### src/rtl/sio_irq_pkg.sv
package sio_irq_pkg;
  localparam int CH_NUM     = 2;
  localparam int SRC_PER_CH = 3;
  localparam int SRC_NUM    = CH_NUM * SRC_PER_CH;
  localparam int CODE_W     = 3;

  // command field values
  localparam logic [2:0] CMD_CLR_EXT  = 3'b010;
  localparam logic [2:0] CMD_CLR_TX   = 3'b101;
  localparam logic [2:0] CMD_CLR_HIGH = 3'b111;

  // local source order inside one channel bank
  localparam int SRC_EXT = 0;
  localparam int SRC_TX  = 1;
  localparam int SRC_RX  = 2;

  // code placed at vector bits 3:1 for a one-hot winner
  function automatic logic [CODE_W-1:0] low_code(input logic [SRC_NUM-1:0] win);
    logic [CODE_W-1:0] c;
    case (win)
      6'b100000: c = 3'b110;
      6'b010000: c = 3'b100;
      6'b001000: c = 3'b101;
      6'b000100: c = 3'b010;
      6'b000010: c = 3'b000;
      6'b000001: c = 3'b001;
      default:   c = 3'b011;
    endcase
    return c;
  endfunction

  // the high-nibble table is the low table with its bit order reversed
  function automatic logic [CODE_W-1:0] rev_code(input logic [CODE_W-1:0] c);
    logic [CODE_W-1:0] r;
    for (int i = 0; i < CODE_W; i++) r[i] = c[CODE_W-1-i];
    return r;
  endfunction
endpackage

### src/rtl/sio_irq_chan.sv
module sio_irq_chan
  import sio_irq_pkg::*;
(
  input  logic                  clk,
  input  logic                  rst_n,
  input  logic                  en_wr,
  input  logic [SRC_PER_CH-1:0] en_bits,
  input  logic                  cmd_here,
  input  logic [2:0]            cmd_code,
  input  logic [SRC_PER_CH-1:0] hi_clr,
  input  logic                  rx_evt,
  input  logic                  tx_evt,
  input  logic                  cts_in,
  output logic [SRC_PER_CH-1:0] en_q,
  output logic [SRC_PER_CH-1:0] pend_q
);
  logic                  cts_q;
  logic [SRC_PER_CH-1:0] en_n;
  logic [SRC_PER_CH-1:0] clr;
  logic [SRC_PER_CH-1:0] evt;
  logic [SRC_PER_CH-1:0] pend_n;

  always_comb begin
    en_n = en_wr ? en_bits : en_q;
    clr  = hi_clr;
    if (cmd_here && cmd_code == CMD_CLR_TX)  clr[SRC_TX]  = 1'b1;
    if (cmd_here && cmd_code == CMD_CLR_EXT) clr[SRC_EXT] = 1'b1;
    evt          = '0;
    evt[SRC_RX]  = rx_evt;
    evt[SRC_TX]  = tx_evt;
    evt[SRC_EXT] = cts_in ^ cts_q;
    // a strobe wins over a clear; a dropped enable removes the bit
    pend_n = ((pend_q & ~clr) | evt) & en_n;
  end

  always_ff @(posedge clk) begin
    if (!rst_n) begin
      en_q   <= '0;
      pend_q <= '0;
      cts_q  <= 1'b0;
    end else begin
      en_q   <= en_n;
      pend_q <= pend_n;
      cts_q  <= cts_in;
    end
  end

  // nothing pends without its enable
  a_r3_pend_within_en: assert property (@(posedge clk) disable iff (!rst_n)
    (pend_q & ~en_q) == '0);

  // dropping the transmit enable drops its pending bit
  a_r3_drop_tx: assert property (@(posedge clk) disable iff (!rst_n)
    en_wr && !en_bits[SRC_TX] |=> !pend_q[SRC_TX] && !en_q[SRC_TX]);

  // receive pending holds unless cleared
  a_r4_rx_hold: assert property (@(posedge clk) disable iff (!rst_n)
    pend_q[SRC_RX] && !en_wr && !hi_clr[SRC_RX] |=> pend_q[SRC_RX]);

  // a level change on an enabled source raises external/status
  a_r5_cts_edge: assert property (@(posedge clk) disable iff (!rst_n)
    en_q[SRC_EXT] && !en_wr && (cts_in != cts_q) |=> pend_q[SRC_EXT]);

  // transmit clear without a coinciding strobe
  a_r7_tx_clear: assert property (@(posedge clk) disable iff (!rst_n)
    cmd_here && cmd_code == CMD_CLR_TX && !tx_evt |=> !pend_q[SRC_TX]);
endmodule

### src/rtl/sio_irq_prio.sv
module sio_irq_prio #(
  parameter int N = 6
) (
  input  logic [N-1:0] req,
  output logic [N-1:0] win,
  output logic         any
);
  for (genvar i = 0; i < N; i++) begin : g_bit
    if (i == N - 1) begin : g_top
      assign win[i] = req[i];
    end else begin : g_low
      assign win[i] = req[i] & ~(|req[N-1:i+1]);
    end
  end

  assign any = |req;
endmodule

### src/rtl/sio_irq_vfmt.sv
module sio_irq_vfmt
  import sio_irq_pkg::*;
#(
  parameter int VEC_W = 8
) (
  input  logic [VEC_W-1:0]   vbase,
  input  logic               stat_en,
  input  logic               stat_hi,
  input  logic [SRC_NUM-1:0] win,
  output logic [VEC_W-1:0]   vec
);
  localparam int LO_POS = 1;
  localparam int HI_POS = 4;

  logic [CODE_W-1:0] code;

  always_comb begin
    code = low_code(win);
    vec  = vbase;
    if (stat_en) begin
      if (stat_hi) vec[HI_POS +: CODE_W] = rev_code(code);
      else         vec[LO_POS +: CODE_W] = code;
    end
  end
endmodule

### src/rtl/sio_irq_vec_unit.sv
module sio_irq_vec_unit
  import sio_irq_pkg::*;
#(
  parameter int VEC_W = 8
) (
  input  logic             clk,
  input  logic             rst_n,
  input  logic             ien_wr,
  input  logic             ien_ch,
  input  logic [7:0]       ien_data,
  input  logic [7:0]       mctl,
  input  logic [VEC_W-1:0] vbase,
  input  logic             cmd_vld,
  input  logic             cmd_ch,
  input  logic [2:0]       cmd_code,
  input  logic [1:0]       rx_evt,
  input  logic [1:0]       tx_evt,
  input  logic [1:0]       cts_in,
  output logic [7:0]       pend,
  output logic             irq,
  output logic [VEC_W-1:0] vec
);
  localparam int PAD_W = 8 - SRC_NUM;

  logic [SRC_NUM-1:0]    pend_all;
  logic [SRC_NUM-1:0]    en_all;
  logic [SRC_NUM-1:0]    win;
  logic [SRC_NUM-1:0]    hi_clr;
  logic [SRC_PER_CH-1:0] en_bits;
  logic                  any_pend;
  logic                  irq_gate;
  logic                  unused_bits;

  assign en_bits = {ien_data[4] | ien_data[3], ien_data[1], ien_data[0]};
  assign hi_clr  = (cmd_vld && cmd_code == CMD_CLR_HIGH) ? win : '0;
  assign unused_bits = ^{ien_data[7:5], ien_data[2], mctl[7:5], mctl[2], en_all};

  for (genvar c = 0; c < CH_NUM; c++) begin : g_ch
    localparam int LO = SRC_PER_CH * (CH_NUM - 1 - c);
    localparam logic SEL = 1'(c);
    sio_irq_chan u_chan (
      .clk      (clk),
      .rst_n    (rst_n),
      .en_wr    (ien_wr && ien_ch == SEL),
      .en_bits  (en_bits),
      .cmd_here (cmd_vld && cmd_ch == SEL),
      .cmd_code (cmd_code),
      .hi_clr   (hi_clr[LO +: SRC_PER_CH]),
      .rx_evt   (rx_evt[c]),
      .tx_evt   (tx_evt[c]),
      .cts_in   (cts_in[c]),
      .en_q     (en_all[LO +: SRC_PER_CH]),
      .pend_q   (pend_all[LO +: SRC_PER_CH])
    );
  end

  sio_irq_prio #(.N(SRC_NUM)) u_prio (
    .req (pend_all),
    .win (win),
    .any (any_pend)
  );

  sio_irq_vfmt #(.VEC_W(VEC_W)) u_vfmt (
    .vbase   (vbase),
    .stat_en (mctl[1] | mctl[0]),
    .stat_hi (mctl[4]),
    .win     (win),
    .vec     (vec)
  );

  assign irq_gate = mctl[3] & ~mctl[1] & mctl[0];
  assign irq      = any_pend & irq_gate;
  assign pend     = {{PAD_W{1'b0}}, pend_all};

  // exactly one winner at most, and it is pending
  a_r6_single_winner: assert property (@(posedge clk) disable iff (!rst_n)
    $onehot0(win) && ((win & ~pend_all) == '0));

  // the old winner is gone after a highest-reset (strobe-free sources)
  a_r6_high_cleared: assert property (@(posedge clk) disable iff (!rst_n)
    cmd_vld && cmd_code == CMD_CLR_HIGH && rx_evt == 2'b00 && tx_evt == 2'b00
    |=> (pend_all & $past(win) & 6'b110110) == '0);

  // request needs a pending bit and the master gate
  a_r8_irq_gated: assert property (@(posedge clk) disable iff (!rst_n)
    irq |-> (pend != 8'h00) && mctl[3] && mctl[0] && !mctl[1]);

  // no status field means the base passes through
  a_r9_plain_base: assert property (@(posedge clk) disable iff (!rst_n)
    mctl[1:0] == 2'b00 |-> vec == vbase);

  // unused pending bits stay low
  a_r1_pad_zero: assert property (@(posedge clk) disable iff (!rst_n)
    pend[7:6] == 2'b00);
endmodule

### config.mk
export PLATFORM = sky130hd
export DESIGN_NAME = sio_irq_vec_unit
export DESIGN_NICKNAME = d
export VERILOG_FILES = /design/src/rtl/sio_irq_pkg.sv /design/src/rtl/sio_irq_chan.sv /design/src/rtl/sio_irq_prio.sv /design/src/rtl/sio_irq_vfmt.sv /design/src/rtl/sio_irq_vec_unit.sv
export SDC_FILE = /design/constraint.sdc
export NUM_CORES = 1
export LEC_CHECK = 0
export ABC_CLOCK_PERIOD_IN_PS = 3100
export CAP_MARGIN = 20
export CORE_MARGIN = 4
export CORE_UTILIZATION = 47
export CTS_BUF_LIST = sky130_fd_sc_hd__clkbuf_8
export CTS_CLUSTER_SIZE = 8
export DETAILED_ROUTE_END_ITERATION = 8
export DONT_BUFFER_PORTS = 1
export GPL_ROUTABILITY_DRIVEN = 0
export GPL_TIMING_DRIVEN = 0
export HOLD_SLACK_MARGIN = 0.06
export PLACE_DENSITY = 0.66
export SLEW_MARGIN = 15
export SYNTH_ARGS = -nofsm -noshare
export SYNTH_HDL_FRONTEND = slang
export SYNTH_SLANG_ARGS = --single-unit
### constraint.sdc
create_clock -name clk -period 3.1 [get_ports clk]
set_input_delay 0.93 -clock clk [delete_from_list [all_inputs] [get_ports clk]]
set_output_delay 0.93 -clock clk [all_outputs]
set_load 0.05 [all_outputs]
Word-level counts from Yosys, hierarchy flattened
Cells that the tools add are included.
Storage, ports and cells
  RAM bits: 0
  input bits: 39
  memory bits (read-only): 0
  bits in latches: 0
  memories: 0
  register bits: 14
  output and inout port bits: 17
  logic and storage cells: 68
Cells by class
  order comparisons: 0
  reductions and logical operators: 14
  bitwise operators: 28
  multipliers: 0
  divide/modulo/power cells: 0
  muxes and demuxes: 11
  equal/unequal tests: 9
  add/subtract/negate cells: 0
  shifts and indexed selects: 0
Operators with widths (count)
  $pmux 3 s6: 1
  $and 3x3->3: 4
  $mux 3: 4
  $mux 6: 2
  $logic_and 1x1->1: 9
  $and 1x1->1: 8
  $not 1->1: 8
  $eq 3x3->1 const B: 2
  $eq 6x1->1 const B: 1
  $eq 6x2->1 const B: 1
  $eq 6x3->1 const B: 1
  $eq 6x4->1 const B: 1
  $eq 6x5->1 const B: 1
  $eq 6x6->1 const B: 1
  $not 3->3: 2
  $or 3x3->3: 2
  $reduce_or 6->1: 1
  $reduce_or 5->1: 1
  $mux 1: 4
  $reduce_or 4->1: 1
  $eq 3x2->1 const B: 1
  $reduce_or 3->1: 1
  $or 1x1->1: 2
  $reduce_or 2->1: 1
  $xor 1x1->1: 2

Logic depth before layout (Yosys ltp)
Gate-level depths: netlist of run 1.
  word-level depth: 9
  mapped depth: 4
  depth with buffers taken out: 4

Cells and area by module
From an unflattened synthesis of run 1, not the netlist that was laid out.
Second synthesis, totals
  cell total of the unflattened synthesis: 107
  area, all modules: 952.2 µm²
By module, submodules not included
  sio_irq_chan: sequential area each 140.1 µm², instances 2, cells an instance 24, area an instance 279.0 µm²
  sio_irq_vfmt: sequential area each 0.0 µm², instances 1, cells an instance 33, area an instance 212.7 µm²
  sio_irq_vec_unit: sequential area each 0.0 µm², instances 1, cells an instance 17, area an instance 116.4 µm²
  sio_irq_prio: sequential area each 0.0 µm², instances 1, cells an instance 9, area an instance 65.1 µm²

Least setup slack after synthesis of run 1
No wires, ideal clock.
  kind: input port to output port
  from: input port mctl[4]
  to: output port vec[1]
  path slack: -83 ps
  path buffers: 0
  data arrival time: 2253 ps
  data required time: 2170 ps
  cell stages on the path: 2
  path through: o21bai_1 o21ai_0
Between the ends
  word-level cells in the longest chain between the ends: 2
RTL lines
  start, declared: RTL line sio_irq_vec_unit.sv:11  | input logic [7:0] mctl,
  $mux 3: RTL line sio_irq_vfmt.sv:21  | if (stat_hi) vec[HI_POS +: CODE_W] = rev_code(code);
  $mux 6: RTL line sio_irq_vfmt.sv:20  | if (stat_en) begin
  end, declared: RTL line sio_irq_vec_unit.sv:21  | output logic [VEC_W-1:0] vec
No other way between the ends.

Worst setup path in the final report of run 1
  from: register g_ch[1].u_chan.pend_q[2]
  to: output port vec[2]
Between the ends
  word-level cells in the longest chain between the ends: 7
  elaborated cells on any way between the ends: 16
  classes of those cells: 6 x eq/ne; 3 x mux; 5 x bitwise; 2 x reduce/logical
RTL lines
  start, declared: RTL line sio_irq_chan.sv:15  | output logic [SRC_PER_CH-1:0] pend_q
  start signal, assigned: RTL line sio_irq_chan.sv:43  | pend_q <= pend_n;
  $reduce_or 5->1 / $reduce_or 4->1 (equally long branches): RTL line sio_irq_prio.sv:12  | assign win[i] = req[i] & ~(|req[N-1:i+1]);
  $not 1->1: RTL line sio_irq_prio.sv:12
  $and 1x1->1: RTL line sio_irq_prio.sv:12
  $eq 6x1->1 (tied with other cells): RTL line sio_irq_pkg.sv:20  | case (win)
  $pmux 3 s6 (*): RTL line sio_irq_pkg.sv:20
  $mux 3 (*): RTL line sio_irq_vfmt.sv:21
  $mux 6 (*): RTL line sio_irq_vfmt.sv:20
Every way passes the cells marked *; elsewhere a longest branch is shown, timed or not.

==> results of run 1 <==
[tightest hold or removal path, stage by stage, from the launching register on]
cell and delay [ns]:
dfxtp_1 0.30, nand2_1 0.04, a21boi_0 0.09
[power groups by stage]
stage	logic, µW	clock network, µW	registers (µW)
floorplan	77.6	0	208
global placement	82.9	0	210
detailed placement	85.4	0	210
CTS	85.5	180	206
global route	91.3	191	208
finish	84.8	174	206
[cell type report]
class / count / area (µm²) / area share (%)
Multi-Input combinational cell: 65 / 408 / 51.3
Sequential cell: 14 / 280 / 35.2
Clock buffer: 4 / 55.1 / 6.92
Buffer: 4 / 30.0 / 3.77
Tap cell: 15 / 18.8 / 2.36
Inverter: 1 / 3.75 / 0.472
[Yosys cell counts]
cell type,n
nand3_1,2
o221a_1,1
nand4b_1,1
o21ai_0,8
nand4_2,1
dfxtp_1,14
and2_1,2
a21boi_1,1
nand2_1,11
nor2_1,5
o221a_2,1
or4_4,1
o311a_1,1
nor3_1,2
mux2i_1,2
o311ai_0,2
o21a_1,2
xnor2_1,2
nand4_1,2
conb_1,1
a211oi_1,1
o211a_1,1
a21oi_1,3
nand2b_1,1
buf_4,4
o21bai_1,2
inv_1,1
a21boi_0,3
nor2b_1,5
[state kept, by name, summed over array words and instances, names as in the netlist]
name,cells
g_ch.u_chan.en_q,6
g_ch.u_chan.cts_q,2
g_ch.u_chan.pend_q,6
[metal layers]
layer  vias up  track usage [%]
met3         2             9.96
met2        34             19.8
met5         -                0
li1        307                -
met1       249             19.5
met4         0             3.31
[cell families (layout without fill, tap and decap cells)]
group | after synthesis | after routing
flip-flops | 14 | 14
AO/OA/AOI/OAI | 26 | 26
AND/OR/NAND/NOR | 33 | 33
XOR/XNOR | 2 | 2
other | 1 | 2
buffers and inverters | 5 | 9
multiplexers | 2 | 2
[path summary, 6_finish.rpt]
path / slack (ns) / to
max: 0.08 / vec[2]
min: 0.49 / g_ch[1].u_chan.en_q[0]
max reg2reg: 1.37 / g_ch[1].u_chan.pend_q[0]
min reg2reg: 0.49 / g_ch[1].u_chan.en_q[0]
[per-stage QoR]
| step | setup TNS (ns) | hold slack (ns) | cell area, µm² |
|---|---|---|---|
| 2_1_floorplan | -0.390 | 0.447 | 717 |
| 3_3_place_gp | -0.718 | 0.477 | 736 |
| 3_5_place_dp | 0 | 0.485 | 741 |
| 4_1_cts | 0 | 0.496 | 796 |
| 5_1_grt | -0.0485 | 0.513 | 796 |
| 6_report | 0 | 0.487 | 796 |
==> reports/results.tsv, run 1 <==
metric	value	unit
status	finished clean	
YS warnings	0	
PD cells	584	mW/mm²
vias per cell	5.75	
grt ovf	0	
layout cells sized above 1	13.6	%
Hold Crit Start	g_ch[1].u_chan.en_q[0]	
Slowest Stage Delay on Critical Path	0.78	ns
Finished Layout Cells	103	
Worst Path Buf+Inv	0	
H-Tree Depth	1	
Hold Path Cell Cnt	2	
fmax	331	MHz
post-CTS setup buffers	0	
initial antenna violation count	0	
Reg2Reg Launch Point	g_ch[0].u_chan.pend_q[2]	
Hold/Removal Path Class	reg -> reg	
ANT cells	0	
Setup crit end kind	output pin	
crit-path max FO	7	
end-of-flow core utilization	58.2	%
CP Data Arrival Time	2.09	ns
post-synth top area share	39.3	%
Global Route Usage Sum	14.8	%
Sw Share	30.3	%
Final Hold Fails	0	
post-synthesis register bit count	14	
CTS Buf Count	3	
Port Buffers	0	
Compound-Gate Fraction of Synth Area	25.6	%
Initial Util	52.2	%
Max VDD drop	0.293	mV
Post-Route WL	1520	µm
width of the die	47.0	µm
Max Buffers Root-to-Sink	2	
Comb pwr share	18.2	%
row count	13	
area delta synth->final	11.6	%
Hold Buf Count CTS	0	
Post-Syn Area	713	µm²
final setup vio count	0	
die height	47.0	µm
sequential power share	44.3	%
Antenna Nets Post-Route	0	
dpl hpwl	1250	µm
crit start category	flip-flop	
Worst-Skew Late Latency	0.24	ns
P_int	324	µW
Pre-antenna DRT Iters	2	
first-pass GRT wire length	2300	µm
Max transition margin	35.8	%
post_cts resized	0	
area share of fa/ha/maj cells after synthesis	0	%
Cells after Synth	83	
worst-path cell chain	o21bai_1 > a21oi_1 > o21ai_1	
worst-margin pin slew	0.956	ns
Crit. path cell count	3	
clock share of power	37.4	%
Psw	141	µW
crit path max-delay cell type	o21ai_1	
met3 wire len	229	µm
max-slew violations	0	
critical path class	reg -> out	
Tcrit/Tclk final	97.5	%
DR top layer	met4	
total power	465	µW
Fillers	144	
die area	0.00220	mm²
Clock Sinks	14	
Cell variety after synth	29	
placed insts	99	
largest net degree at the start of global routing	9	
Top delay family on crit path	compound AO/OA/AOI/OAI gates	
Min Clock Period, post-route	3.02	ns
Routed met2 length	662	µm
most frequent cells in the layout	dfxtp_1 (14), nand2_1 (11), o21ai_1 (6)	
min setup slack post-route	0.0764	ns
simple-gate share of the synthesized area	24.6	%
leading area contributor after synthesis	dfxtp_1	
crit path from	g_ch[1].u_chan.pend_q[2]	
Critical Path RT	2.17	ns
Worst-path clk slew	0.06	ns
post-synthesis mux area share	2.81	%
number of DRC markers in iteration 0	8	
M1 WL	622	µm
xor/xnor cell area share of the yosys netlist	2.46	%
Reg2Reg Depth	3	
commonest non-fill, non-tap cell in the layout	dfxtp_1	
Max Cap Violations	0	
top cells by area, synth	dfxtp_1 (39%), nand2_1 (5.8%), o21ai_0 (5.6%), nor2b_1 (4.4%), buf_4 (4.2%)	
num ports	56	
cell leakage power	0.000308	µW
post-synthesis sequential area ratio	39.3	%
via count	592	
Residual DRC	0	
Avg Cell Area, Syn	8.59	µm²
main combinational cell family by area after synthesis	compound AO/OA/AOI/OAI gates	
RSZ-0062 raised after global routing	yes	
vias in the first global route	552	
post-route clock skew	0.00131	ns
core area	0.00137	mm²
Setup Slack @ Placement	0.165	ns
CTS tree	done	
WL per Instance	14.8	µm
final net count	128	
Root Buffer	clkbuf_8	
(Power assumes the default switching activity.)
==> run 2: changes to the inputs <==
ABC_AREA = 0   (was not set)
PLACE_DENSITY = not set   (was 0.66)
PLACE_DENSITY_LB_ADDON = 0.12   (was not set)
==> run 2 against run 1 <==
Net effect:
- total power down 0.43%
- fmax grew 0.67%
- die area unchanged
- sequential power hardly changed
- core utilization unchanged
- worst setup slack improved by 0.020 ns
- flip-flop and latch count stayed put
- largest power group unchanged
- critical path depth is the same
==> reports/results.tsv, run 2 (same netlist as run 1, synthesis figures left out) <==
metric	value	unit	change
largest net degree at the start of global routing	9		unchanged
Slowest Stage Delay on Critical Path	0.79	ns	was 0.78 ns
width of the die	47.0	µm	unchanged
worst-path cell chain	o21bai_1 > a21oi_1 > o21ai_1		unchanged
end-of-flow core utilization	58.2	%	unchanged
area delta synth->final	11.6	%	unchanged
Antenna Nets Post-Route	0		unchanged
Worst-Skew Late Latency	0.24	ns	about the same
Sw Share	30.0	%	was 30.3%
Hold Crit Start	g_ch[1].u_chan.en_q[1]		was g_ch[1].u_chan.en_q[0]
post-route clock skew	0.00253	ns	was 0.00131 ns
final net count	128		unchanged
area of the multi-input gates	408	µm²	unchanged
P_int	324	µW	about the same
Residual DRC	0		unchanged
Max Cap Violations	0		unchanged
ANT cells	0		unchanged
Port Buffers	0		unchanged
Hold/Removal Path Class	reg -> reg		unchanged
Worst-path clk slew	0.05	ns	was 0.06 ns
min setup slack post-route	0.0966	ns	was 0.0764 ns
WL per Instance	15.0	µm	was 14.8 µm
fmax	333	MHz	was 331 MHz
Pre-antenna DRT Iters	4		was 2
crit path from	g_ch[1].u_chan.pend_q[2]		unchanged
Clock Sinks	14		unchanged
most frequent cells in the layout	dfxtp_1 (14), nand2_1 (11), o21ai_1 (6)		unchanged
critical path class	reg -> out		unchanged
Post-Route WL	1540	µm	was 1520 µm
top flop regs	g_ch.u_chan.en_q x6, g_ch.u_chan.pend_q x6, g_ch.u_chan.cts_q x2		unchanged
commonest non-fill, non-tap cell in the layout	dfxtp_1		unchanged
Comb pwr share	18.4	%	was 18.2%
Hold Buf Count CTS	0		unchanged
vias in the first global route	523		was 552
die area	0.00220	mm²	unchanged
layout cells sized above 1	13.6	%	unchanged
Setup crit end kind	output pin		unchanged
Max Buffers Root-to-Sink	2		unchanged
cell leakage power	0.000308	µW	unchanged
Root Buffer	clkbuf_8		unchanged
Critical Path RT	2.17	ns	about the same
CP Data Arrival Time	2.07	ns	was 2.09 ns
first-pass GRT wire length	2210	µm	was 2300 µm
initial antenna violation count	0		unchanged
final instance area	796	µm²	unchanged
worst-margin pin slew	0.961	ns	was 0.956 ns
final setup vio count	0		unchanged
CTS Buf Count	3		unchanged
crit start category	flip-flop		unchanged
Max transition margin	35.5	%	was 35.8%
Tcrit/Tclk final	96.9	%	was 97.5%
grt ovf	0		unchanged
die height	47.0	µm	unchanged
PD cells	582	mW/mm²	was 584 mW/mm²
dpl hpwl	1290	µm	was 1250 µm
H-Tree Depth	1		unchanged
number of DRC markers in iteration 0	12		was 8
CTS tree	done		unchanged
row count	13		unchanged
Reg2Reg Launch Point	g_ch[0].u_chan.pend_q[1]		was g_ch[0].u_chan.pend_q[2]
Min Clock Period, post-route	3.00	ns	was 3.02 ns
Psw	139	µW	was 141 µW
Setup Slack @ Placement	0.157	ns	was 0.165 ns
crit path max-delay cell type	o21ai_1		unchanged
Final Hold Fails	0		unchanged
Post-Place Cell Area	741	µm²	unchanged
register area	280	µm²	unchanged
num ports	56		unchanged
Fillers	133		was 144
RSZ-0062 raised after global routing	yes		unchanged
crit-path max FO	7		unchanged
Global Route Usage Sum	14.3	%	was 14.8%
vias per cell	6.04		was 5.75
via count	622		was 592
core area	0.00137	mm²	unchanged
sequential power share	44.5	%	was 44.3%
Max VDD drop	0.487	mV	was 0.293 mV
Initial Util	52.2	%	unchanged
status	finished clean		unchanged
max-slew violations	0		unchanged
clock share of power	37.1	%	was 37.4%
[run 2: cell counts in the layout (fill, tap and decap cells not counted)]
No cell type changed its count.
[run 2: final timing paths]
check | slack, ns | end | cells after the start
worst max register to register | 1.40 | g_ch[1].u_chan.pend_q[0] | 3
worst min-delay path | 0.48 | g_ch[1].u_chan.en_q[1] | 2
worst min register to register | 0.48 | g_ch[1].u_chan.en_q[1] | 2
worst max-delay path | 0.1 | vec[2] | 3
[run 2: cell type report]
| class | instances | area share [%] |
|---|---|---|
| clock buffers | 4 | 6.92 |
| inverters | 1 | 0.472 |
| flip-flops and latches | 14 | 35.2 |
| plain buffers | 4 | 3.77 |
| multi-input cells | 65 | 51.3 |
| well taps | 15 | 2.36 |
[run 2: power by group through the flow]
stage / registers (µW) / clock network, µW / logic [µW]
floorplan: 208 / 0 / 77.6
finish: 206 / 172 / 85.2
global placement: 210 / 0 / 82.9
global route: 207 / 188 / 92.4
detailed placement: 210 / 0 / 85.6
CTS: 206 / 176 / 86.0
[run 2: worst max-delay path, delay by kind of cell, from the launching register on]
kind,cells,cell delay (ns)
AOI/OAI and AO/OA,3,1.09
DFF,1,0.74
[run 2: per-stage QoR]
step	setup TNS [ns]	power, µW	std cells	hold WS [ns]
finish	0	463	103	0.482
global route	-0.0284	488	103	0.536
detailed placement	0	296	99	0.476
floorplan	-0.390	286	84	0.447
CTS	0	468	103	0.484
global placement	-0.750	293	99	0.474
[run 2: repair_timing]
action                                  CTS  global route
gates resized for setup                   0             0
endpoints found under the setup margin    0             2
setup buffers                             0             0
[run 2: layer usage]
metal  routed length [µm]  part of all wire [%]  GRT usage (%)
met2                  740                    48           24.1
met3                  210                    14           8.05
met1                  583                    38           15.7
met5                    0                     0              0
met4                    8                  0.52           3.31
==> run 3: changes to the inputs <==
PLACE_DENSITY_LB_ADDON = not set   (was 0.12)
==> run 3 against run 2 <==
Net effect:
- flip-flop and latch count is the same
- critical path depth is the same
- non-clock buffer count is the same
- clock skew is essentially flat
- largest cell class unchanged
- largest power group unchanged
==> reports/results.tsv, run 3 (same netlist as run 1, synthesis figures left out) <==
metric	value	unit	change
top flop regs	g_ch.u_chan.en_q x6, g_ch.u_chan.pend_q x6, g_ch.u_chan.cts_q x2		unchanged
area delta synth->final	9.65	%	was 11.6%
die area	0.00220	mm²	unchanged
grt ovf	0		unchanged
setup TNS	0	ns	unchanged
RSZ-0062 raised after global routing	yes		unchanged
worst-path cell chain	o21bai_1 > a21oi_1 > o21ai_1		unchanged
Worst Path Buf+Inv	0		unchanged
crit start category	flip-flop		unchanged
Initial Util	52.2	%	unchanged
num ports	56		unchanged
Worst-path clk slew	0.05	ns	about the same
CTS Buf Count	3		unchanged
end-of-flow core utilization	57.2	%	was 58.2%
final net count	128		unchanged
Finished Layout Cells	102		was 103
Port Buffers	0		unchanged
CTS tree	done		unchanged
max-slew violations	0		unchanged
status	finished clean		unchanged
Max Buffers Root-to-Sink	2		unchanged
Global Route Usage Sum	13.6	%	was 14.3%
row count	13		unchanged
crit path max-delay cell type	o21ai_1		unchanged
initial antenna violation count	0		unchanged
layout cells sized above 1	12.6	%	was 13.6%
number of DRC markers in iteration 0	7		was 12
Post-Route WL	1470	µm	was 1540 µm
H-Tree Depth	1		unchanged
via count	591		was 622
WL per Instance	14.4	µm	was 15.0 µm
vias in the first global route	521		was 523
post-route clock skew	0.00296	ns	was 0.00253 ns
Fillers	145		was 133
Antenna Nets Post-Route	0		unchanged
area of the multi-input gates	408	µm²	unchanged
vias per cell	5.79		was 6.04
CP Data Arrival Time	2.07	ns	about the same
crit-path max FO	7		unchanged
Slowest Stage Delay on Critical Path	0.79	ns	about the same
Root Buffer	clkbuf_8		unchanged
final instance area	782	µm²	was 796 µm²
register area	280	µm²	unchanged
Setup crit end kind	output pin		unchanged
largest net degree at the start of global routing	9		unchanged
width of the die	47.0	µm	unchanged
Clock Sinks	14		unchanged
PD cells	551	mW/mm²	was 582 mW/mm²
critical path class	reg -> out		unchanged
cell leakage power	0.000301	µW	was 0.000308 µW
final setup vio count	0		unchanged
Max transition margin	36.3	%	was 35.5%
Worst-Skew Late Latency	0.24	ns	about the same
Max VDD drop	0.354	mV	was 0.487 mV
worst-margin pin slew	0.949	ns	was 0.961 ns
first-pass GRT wire length	2150	µm	was 2210 µm
Hold/Removal Path Class	reg -> reg		unchanged
total power	431	µW	was 463 µW
die height	47.0	µm	unchanged
most frequent cells in the layout	dfxtp_1 (14), nand2_1 (11), o21ai_1 (6)		unchanged
ANT cells	0		unchanged
Min Clock Period, post-route	3.00	ns	about the same
Residual DRC	0		unchanged
fmax	334	MHz	was 333 MHz
dpl hpwl	1240	µm	was 1290 µm
Pre-antenna DRT Iters	2		was 4
commonest non-fill, non-tap cell in the layout	dfxtp_1		unchanged
core area	0.00137	mm²	unchanged
Top delay family on crit path	compound AO/OA/AOI/OAI gates		unchanged
placed insts	99		unchanged
Post-Place Cell Area	741	µm²	unchanged
Tcrit/Tclk final	96.6	%	was 96.9%
Critical Path RT	2.17	ns	about the same
Max Cap Violations	0		unchanged
Final Hold Fails	0		unchanged
-- run 3: changes by cell type in the layout (fill, tap and decap cells not counted), sizes merged --
cell,before,now
clkbuf,4,3
-- run 3: per-stage QoR --
| step | setup WS (ns) | hold slack [ns] |
|---|---|---|
| after floorplan | -0.0831 | 0.447 |
| after global placement | -0.153 | 0.474 |
| after detailed placement | 0.142 | 0.479 |
| after CTS | 0.0751 | 0.486 |
| after global routing | -0.000398 | 0.512 |
| final | 0.104 | 0.472 |
-- run 3: final cells by class --
| class | instances | area share [%] |
|---|---|---|
| Tap cell | 15 | 2.40 |
| Clock buffer | 3 | 5.28 |
| Inverter | 1 | 0.480 |
| Multi-Input combinational cell | 65 | 52.2 |
| Sequential cell | 14 | 35.8 |
| Buffer | 4 | 3.84 |
-- run 3: worst paths after layout --
check                                start                        to  slack, ns  cells after the start
setup reg to reg  g_ch[0].u_chan.pend_q[2]  g_ch[1].u_chan.pend_q[0]       1.36                      3
setup / recovery  g_ch[1].u_chan.pend_q[2]                    vec[2]       0.10                      3
hold / removal      g_ch[1].u_chan.en_q[0]    g_ch[1].u_chan.en_q[0]       0.47                      2
hold reg to reg     g_ch[1].u_chan.en_q[0]    g_ch[1].u_chan.en_q[0]       0.47                      2
-- run 3: power breakdown --
part | leakage (µW) | internal (µW) | switching [µW]
registers | 0.000115 | 189 | 17.4
clock network | 0.0000216 | 85.4 | 54.1
logic | 0.000164 | 23.0 | 61.8
total | 0.000301 | 297 | 133
-- run 3: layer usage --
| layer | global-route usage (%) | vias to the layer above | routed length (µm) |
|---|---|---|---|
| met4 | 1.66 | 0 | 0 |
| met5 | 0 | - | 0 |
| met3 | 7.28 | 0 | 189 |
| met1 | 16.2 | 259 | 608 |
| li1 | - | 304 | - |
| met2 | 22.5 | 28 | 669 |
-- run 3: timing repair --
item | in CTS | in global routing
setup buffers | 0 | 0
hold buffers | 0 | 0
resized for setup | 0 | 0
setup endpoints to repair | 0 | 1
-- run 3: worst register-to-register path: cells and delay by family, from the launching register on --
family	cells	cell delay, ns
simple gates	1	0.63
flops	1	0.54
compound gates	2	0.45
